$ cat config.mk
export PLATFORM = sky130hd
export DESIGN_NAME = simd_alu
export DESIGN_NICKNAME = d
export VERILOG_FILES = /design/src/rtl/simd_alu_pkg.sv /design/src/rtl/simd_lane_bounds.sv /design/src/rtl/simd_lane_bcast.sv /design/src/rtl/simd_seg_adder.sv /design/src/rtl/simd_alu.sv
export SDC_FILE = /design/constraint.sdc
export NUM_CORES = 2
export LEC_CHECK = 0
export ABC_AREA = 1
export BUFFER_PORTS_ARGS = -buffer_cell sky130_fd_sc_hd__buf_4
export CORE_AREA = 4 4 598 600
export DETAILED_ROUTE_END_ITERATION = 8
export DIE_AREA = 0 0 602 604
export SYNTH_ARGS = -nofsm -noshare
export SYNTH_HDL_FRONTEND = slang
export SYNTH_SLANG_ARGS = --single-unit
$ cat constraint.sdc
create_clock -name clk -period 17.95 [get_ports clk]
set_input_delay 1.795 -clock clk [delete_from_list [all_inputs] [get_ports clk]]
set_output_delay 1.795 -clock clk [all_outputs]
set_load 0.02 [all_outputs]
$ cat src/rtl/simd_alu_pkg.sv
package simd_alu_pkg;

    localparam int SEG_W = 8;

    typedef enum logic [2:0] {
        OP_ADD  = 3'd0,
        OP_SUB  = 3'd1,
        OP_ABS  = 3'd2,
        OP_NEG  = 3'd3,
        OP_MINS = 3'd4,
        OP_MAXS = 3'd5,
        OP_MINU = 3'd6,
        OP_MAXU = 3'd7
    } alu_op_e;

    typedef enum logic [1:0] {
        LW_8   = 2'd0,
        LW_16  = 2'd1,
        LW_32  = 2'd2,
        LW_RSV = 2'd3
    } lane_w_e;

endpackage

$ cat src/rtl/simd_lane_bounds.sv
// Marks the first and last 8-bit segment of every lane for the chosen width.
module simd_lane_bounds
    import simd_alu_pkg::*;
#(
    parameter int NSEG = 64
) (
    input  lane_w_e         width_i,
    output logic [NSEG-1:0] seg_first_o,
    output logic [NSEG-1:0] seg_last_o
);

    for (genvar k = 0; k < NSEG; k++) begin : g_seg
        localparam bit FIRST16 = (k % 2) == 0;
        localparam bit LAST16  = (k % 2) == 1;
        localparam bit FIRST32 = (k % 4) == 0;
        localparam bit LAST32  = (k % 4) == 3;

        assign seg_first_o[k] = (width_i == LW_8)  ? 1'b1 :
                                (width_i == LW_16) ? FIRST16 : FIRST32;
        assign seg_last_o[k]  = (width_i == LW_8)  ? 1'b1 :
                                (width_i == LW_16) ? LAST16 : LAST32;
    end

endmodule

$ cat src/rtl/simd_lane_bcast.sv
// Copies a flag taken at each lane's top segment to every segment of that lane.
module simd_lane_bcast
    import simd_alu_pkg::*;
#(
    parameter int NSEG = 64
) (
    input  lane_w_e         width_i,
    input  logic [NSEG-1:0] top_flag_i,
    output logic [NSEG-1:0] lane_flag_o
);

    for (genvar k = 0; k < NSEG; k++) begin : g_seg
        localparam int TOP16 = k | 1;
        localparam int TOP32 = k | 3;

        assign lane_flag_o[k] = (width_i == LW_8)  ? top_flag_i[k]     :
                                (width_i == LW_16) ? top_flag_i[TOP16] :
                                                     top_flag_i[TOP32];
    end

endmodule

$ cat src/rtl/simd_seg_adder.sv
// Segmented carry chain: the chain restarts with cin_i at each lane's first segment.
module simd_seg_adder
    import simd_alu_pkg::*;
#(
    parameter int NSEG = 64
) (
    input  logic [NSEG-1:0][SEG_W-1:0] x_i,
    input  logic [NSEG-1:0][SEG_W-1:0] y_i,
    input  logic [NSEG-1:0]            first_i,
    input  logic [NSEG-1:0]            cin_i,
    output logic [NSEG-1:0][SEG_W-1:0] sum_o,
    output logic [NSEG-1:0]            cout_o
);

    always_comb begin
        logic           carry;
        logic [SEG_W:0] part;
        carry = cin_i[0];
        for (int k = 0; k < NSEG; k++) begin
            if (first_i[k]) begin
                carry = cin_i[k];
            end
            part = {1'b0, x_i[k]} + {1'b0, y_i[k]} + {{SEG_W{1'b0}}, carry};
            sum_o[k]  = part[SEG_W-1:0];
            cout_o[k] = part[SEG_W];
            carry     = part[SEG_W];
        end
    end

endmodule

$ cat src/rtl/simd_alu.sv
module simd_alu
    import simd_alu_pkg::*;
#(
    parameter int VEC_W = 512    // multiple of 32
) (
    input  logic             clk,
    input  logic             rst,
    input  logic             valid_i,
    input  logic [VEC_W-1:0] src_a_i,
    input  logic [VEC_W-1:0] src_b_i,
    input  logic [2:0]       op_i,
    input  logic [1:0]       width_i,
    input  logic             sat_i,
    output logic             valid_o,
    output logic [VEC_W-1:0] result_o
);

    localparam int NSEG = VEC_W / SEG_W;
    localparam logic [VEC_W-1:0] MSB16 = {(VEC_W/16){16'h8000}};

    typedef struct packed {
        logic             valid;
        logic [VEC_W-1:0] result;
    } stage_t;

    stage_t stage_d, stage_q;

    alu_op_e op;
    lane_w_e lw;
    assign op = alu_op_e'(op_i);
    assign lw = lane_w_e'(width_i);

    logic [NSEG-1:0][SEG_W-1:0] a_s, b_s, x_s, y_s, sum_s;
    logic [NSEG-1:0] cin_s, cout_s, seg_first, seg_last;
    logic [NSEG-1:0] a_top, a_neg_l, lane_ge;
    logic [NSEG-1:0] ovf_top, ovf_l, xneg_top, xneg_l;
    logic            is_arith, signed_cmp, sat_en;

    assign a_s = src_a_i;
    assign b_s = src_b_i;

    assign is_arith   = !op_i[2];
    assign signed_cmp = (op == OP_MINS) || (op == OP_MAXS);
    assign sat_en     = sat_i && (lw == LW_16) && is_arith;

    simd_lane_bounds #(.NSEG(NSEG)) u_bounds (
        .width_i     (lw),
        .seg_first_o (seg_first),
        .seg_last_o  (seg_last)
    );

    // sign of source a per lane, used by abs
    always_comb begin
        for (int k = 0; k < NSEG; k++) begin
            a_top[k] = a_s[k][SEG_W-1];
        end
    end

    simd_lane_bcast #(.NSEG(NSEG)) u_bc_sign (
        .width_i     (lw),
        .top_flag_i  (a_top),
        .lane_flag_o (a_neg_l)
    );

    // adder operand steering for every op
    always_comb begin
        logic [SEG_W-1:0] flip;
        for (int k = 0; k < NSEG; k++) begin
            flip = (signed_cmp && seg_last[k]) ? {1'b1, {(SEG_W-1){1'b0}}} : '0;
            unique case (op)
                OP_ADD: begin
                    x_s[k] = a_s[k]; y_s[k] = b_s[k]; cin_s[k] = 1'b0;
                end
                OP_SUB: begin
                    x_s[k] = a_s[k]; y_s[k] = ~b_s[k]; cin_s[k] = 1'b1;
                end
                OP_ABS: begin
                    x_s[k]   = '0;
                    y_s[k]   = a_neg_l[k] ? ~a_s[k] : a_s[k];
                    cin_s[k] = a_neg_l[k];
                end
                OP_NEG: begin
                    x_s[k] = '0; y_s[k] = ~a_s[k]; cin_s[k] = 1'b1;
                end
                OP_MINS, OP_MINU: begin
                    // carry out of b - a set means b >= a: keep a
                    x_s[k] = b_s[k] ^ flip; y_s[k] = ~(a_s[k] ^ flip); cin_s[k] = 1'b1;
                end
                default: begin
                    // carry out of a - b set means a >= b: keep a
                    x_s[k] = a_s[k] ^ flip; y_s[k] = ~(b_s[k] ^ flip); cin_s[k] = 1'b1;
                end
            endcase
        end
    end

    simd_seg_adder #(.NSEG(NSEG)) u_adder (
        .x_i     (x_s),
        .y_i     (y_s),
        .first_i (seg_first),
        .cin_i   (cin_s),
        .sum_o   (sum_s),
        .cout_o  (cout_s)
    );

    // signed overflow and its direction, evaluated at each segment's top bit
    always_comb begin
        for (int k = 0; k < NSEG; k++) begin
            xneg_top[k] = x_s[k][SEG_W-1];
            ovf_top[k]  = (x_s[k][SEG_W-1] == y_s[k][SEG_W-1]) &&
                          (sum_s[k][SEG_W-1] != x_s[k][SEG_W-1]);
        end
    end

    simd_lane_bcast #(.NSEG(NSEG)) u_bc_ge (
        .width_i     (lw),
        .top_flag_i  (cout_s),
        .lane_flag_o (lane_ge)
    );

    simd_lane_bcast #(.NSEG(NSEG)) u_bc_ovf (
        .width_i     (lw),
        .top_flag_i  (ovf_top),
        .lane_flag_o (ovf_l)
    );

    simd_lane_bcast #(.NSEG(NSEG)) u_bc_xneg (
        .width_i     (lw),
        .top_flag_i  (xneg_top),
        .lane_flag_o (xneg_l)
    );

    // next state
    always_comb begin
        stage_d       = stage_q;
        stage_d.valid = valid_i;
        if (valid_i) begin
            for (int k = 0; k < NSEG; k++) begin
                if (is_arith) begin
                    stage_d.result[k*SEG_W +: SEG_W] = sum_s[k];
                    if (sat_en && ovf_l[k]) begin
                        // negative overflow -> most negative, positive -> most positive
                        stage_d.result[k*SEG_W +: SEG_W] = seg_last[k] ?
                            {xneg_l[k], {(SEG_W-1){~xneg_l[k]}}} :
                            {SEG_W{~xneg_l[k]}};
                    end
                end else begin
                    stage_d.result[k*SEG_W +: SEG_W] = lane_ge[k] ? a_s[k] : b_s[k];
                end
            end
        end
    end

    always_ff @(posedge clk) begin
        if (rst) begin
            stage_q <= '0;
        end else begin
            stage_q <= stage_d;
        end
    end

    assign valid_o  = stage_q.valid;
    assign result_o = stage_q.result;

    assert_valid_follow_R8: assert property (@(posedge clk) disable iff (rst)
        !$past(rst) |-> (valid_o == $past(valid_i)));

    assert_hold_idle_R9: assert property (@(posedge clk) disable iff (rst)
        (!$past(rst) && !$past(valid_i)) |-> $stable(result_o));

    assert_reset_clear_R10: assert property (@(posedge clk) disable iff (rst)
        $past(rst) |-> (!valid_o && result_o == '0));

    assert_sat_abs_pos_R4: assert property (@(posedge clk) disable iff (rst)
        (valid_i && op_i == 3'd2 && sat_i && width_i == 2'd1)
        |=> ((result_o & MSB16) == '0));

    assert_sat_add_pos_R3: assert property (@(posedge clk) disable iff (rst)
        (valid_i && op_i == 3'd0 && sat_i && width_i == 2'd1 &&
         (src_a_i & MSB16) == '0 && (src_b_i & MSB16) == '0)
        |=> ((result_o & MSB16) == '0));

    assert_minmax_equal_R6: assert property (@(posedge clk) disable iff (rst)
        (valid_i && op_i[2] && src_a_i == src_b_i) |=> (result_o == $past(src_a_i)));

endmodule

==> summary.md <==
| Metric | Value |
|---|---|
| # port buffers | 1545 |
| Worst EP arrival | 13.34 ns |
| Crit-path max FO | 30 |
| Sequential power share | 18.3% |
| Die footprint | 0.364 sq mm |
| Power Density | 76.5 mW/mm^2 |
| Maximum number of pins on one net before global-route repair | 158 |
| Starting utilization of the core area | 22.2% |
| Max H-tree Level | 3 |
| Cts-stage hold buffer count | 0 |
| Number of primary I/O pins | 1546 |
| Switching Share | 47.4% |
| Status | complete, no violations |
| Combinational family with the most area after synthesis | compound AO/OA/AOI/OAI gates |
| Initial DRC Count | 13700 |
| Area Overhead vs Synth | 24.7% |
| Global-route usage over all layers | 28.1% |
| Fill cell count | 40000 |
| Per-instance average area after synthesis | 5.79 sq um |
| DR vias | 105000 |
| DRC violations left | 0 |
| Final Net Count | 16100 |
| CTS tree | yes |
| Clk network pwr share | 27.3% |
| Comb power frac | 54.5% |
| Most frequent cells after synthesis | 3570 x sky130_fd_sc_hd__nand2_1, 1637 x sky130_fd_sc_hd__inv_1, 1256 x sky130_fd_sc_hd__a21oi_1, 1232 x sky130_fd_sc_hd__o21ai_0, 965 x sky130_fd_sc_hd__nor2_1 |
| Die extent in y | 604 um |
| Worst-case reg-to-reg path depth | 2 |
| Ys flop type | sky130_fd_sc_hd__dfxtp_1 |
| Complex-gate fraction of the synthesized area | 29.4% |
| Worst slew slack as a fraction of its limit | 14.6% |
| Cell at the root of the clock tree | sky130_fd_sc_hd__clkbuf_16 |
| Insertion delay of the later-clocked pin in the worst-skew pair | 0.84 ns |
| Vias in the first global route | 92700 |
| Required time at the endpoint of the critical path | 18.70 ns |
| Int Pwr | 0.00393 W |
| DR WL/cell | 27.8 um |
| Die Wd | 602 um |
| Portion of the clock cycle consumed by the worst path in the final layout | 70.2% |
| Shortest period the worst path allows | 12.59 ns |
| Max frequency | 79.4 MHz |
| Number of buffers created by CTS | 90 |
| Initial DRT Pass Iterations | 8 |
| Async set-or-reset flop fraction in the synthesized netlist | 0% |
| Sequential standard cell area | 0.0103 sq mm |
| Fraction of synthesized cell area taken by the top area cell type | 17.1% |
| Vias per cell | 5.37 |
| Number of distinct library cell variants in the gate-level netlist after synthesis | 64 |
| HPWL after detailed placement | 424000 um |
| Worst-case hold slack | 0.508 ns |
| Number of pins with negative max-slew slack in the final report | 0 |
| Clk sink count | 513 |
| Gate count after technology mapping | 13500 |
| Global placer's final weighted congestion | 0.980 |
| Peak supply drop | 0.0000702 V |
| Most used standard cell by instance count after synthesis | sky130_fd_sc_hd__nand2_1 |
| Remaining global-route overflow | 0 |
| Antenna violations before repair | 295 |
| Wire length of the first global-routing pass | 738000 um |
| Number of enable-type register cells in the synthesized netlist | 0 |
| Hold/Removal Path Class | reg2reg |
| Category of the worst setup path launch point | primary input |
| Post-synthesis adder-cell area fraction | 10.4% |
| FF+latch count, synth | 513 |
| DRT Wirelength | 544000 um |
| Longest individual stage delay on the worst path | 1.08 ns |
| Area taken by multi-input logic gates | 0.0583 sq mm |
| Total of max-cap violations | 0 |
| Class of the most critical setup path | in2reg |
| Worst setup skew after layout | 0 ns |
| Syn nets | 15100 |
| Final Hold Viols | 0 |
| Std cell rows | 218 |
| Number of synthesis warnings | 0 |
| Share of the yosys chip area belonging to registers | 13.1% |
| Largest buffer count on any clock path | 4 |
| Multiplexer fraction of the synthesized cell area | 0% |
| LEAKAGE | 49.6 nW |
| Most repeated library cell on the critical path | sky130_fd_sc_hd__nand2_1 |
| Unrepaired setup endpoints after global routing | false |
| Area contributors post-synth | sky130_fd_sc_hd__nand2_1 17%, sky130_fd_sc_hd__dfxtp_1 13%, sky130_fd_sc_hd__a21oi_1 8.0% |
| Worst Tran Pin Value | 1.27 ns |
| Simple-gate share of the synthesized area | 29.3% |
| Worst hold path stage count | 2 |
| Top cell type by total area after synthesis | sky130_fd_sc_hd__nand2_1 |
| Antenna Nets Post-Route | 0 |
| Final count of negative-setup-slack endpoints | 0 |
| Clock slew at reported path FFs | 0.06 ns |
| Capturing element type of the critical path | flip-flop |
| Core area | 0.352 sq mm |
| Sum of internal, switching and leakage power | 0.00746 W |
| CTS resizes | 0 |
| Cell at the slowest stage of the critical path | sky130_fd_sc_hd__o21ai_1 |
| Cell area after technology mapping | 0.0783 sq mm |
| Post-CTS Setup Inserts | 0 |
| Xor/xnor share of the synthesized area | 5.25% |
| Ratio of cells with drive above 1 in the final layout | 14.1% |
| Switching power total | 0.00354 W |
| TNS Setup | 0 ns |
## cell usage in the layout, fill, tap and decap left out, drive strengths merged, types with 21 or more instances in the layout
master,instances
o211ai,142
o221ai,109
a211oi,21
nor2,983
o2111ai,119
xor2,339
clkinv,39
a22oi,55
dfxtp,513
nand2,3610
a221oi,89
o21a,46
inv,1661
ha,448
diode,227
buf,1693
a31oi,88
nand4,188
fa,128
a21oi,1267
or2,40
nand3,711
xnor2,116
a221o,43
o21ai,1280
clkbuf,116
o22ai,622
## critical path, delay by kind of cell
family          cells  cell delay, ns
compound gates      6            2.31
buf+inv             5            1.55
fa+ha+maj           8            4.07
simple gates       24            3.44
## layer usage
layer | part of all wire (%) | track usage [%] | up-vias
met3 | 11 | 9.21 | 1357
li1 | - | - | 48000
met1 | 38 | 33.7 | 49200
met2 | 42 | 41.5 | 6286
met5 | 0.13 | 0 | -
met4 | 8.4 | 21.0 | 110
## stage by stage
step                      utilization [%]  instances  setup slack, ns  area (sq um)
after global routing                 27.7      19500             4.81         97400
final                                27.7      19500             5.36         97600
after detailed placement             26.6      19100             4.66         93800
after floorplan                         -      13500             8.14         78300
after CTS                            27.5      19300             5.57         97000
after global placement               26.6      19100             4.86         93800
## worst paths after layout
path	startpoint	end	slack, ns
worst min-delay path	result_o[348]$_SDFFE_PP0P_	result_o[348]$_SDFFE_PP0P_	0.51
worst max register to register	result_o[143]$_SDFFE_PP0P_	result_o[143]$_SDFFE_PP0P_	16.93
worst min register to register	result_o[348]$_SDFFE_PP0P_	result_o[348]$_SDFFE_PP0P_	0.51
worst max-delay path	width_i[1]	result_o[112]$_SDFFE_PP0P_	5.36
## sequential cells by signal, summed over array words and instances (netlist names)
signal	count
result_o	512
valid_o	1
## power by group through the flow
stage | clock network, W | registers, W | logic [W]
6_report | 0.00203 | 0.00136 | 0.00407
5_1_grt | 0.00209 | 0.00137 | 0.00447
4_1_cts | 0.00206 | 0.00136 | 0.00400
3_5_place_dp | 0 | 0.00138 | 0.00399
3_3_place_gp | 0 | 0.00138 | 0.00398
2_1_floorplan | 0 | 0.00149 | 0.00247
## cell families (layout without fill, tap and decap cells)
| logic type | Yosys count | count (layout) |
|---|---|---|
| buf+inv | 2463 | 3531 |
| flops | 513 | 513 |
| compound gates | 3954 | 3954 |
| other cells | 0 | 227 |
| simple gates | 5551 | 5551 |
| xor+xnor | 455 | 455 |
| fa+ha+maj | 576 | 576 |
## layout make-up
class,count,share of cell area [%]
well taps,4730,6.06
multi-input cells,10500,59.8
clock inverters,48,0.728
flip-flops and latches,513,10.5
clock buffers,114,2.59
repair buffers,1695,13.2
inverters,1674,6.52
diodes,227,0.582
Note: power is estimated with default switching activity, not from simulation.
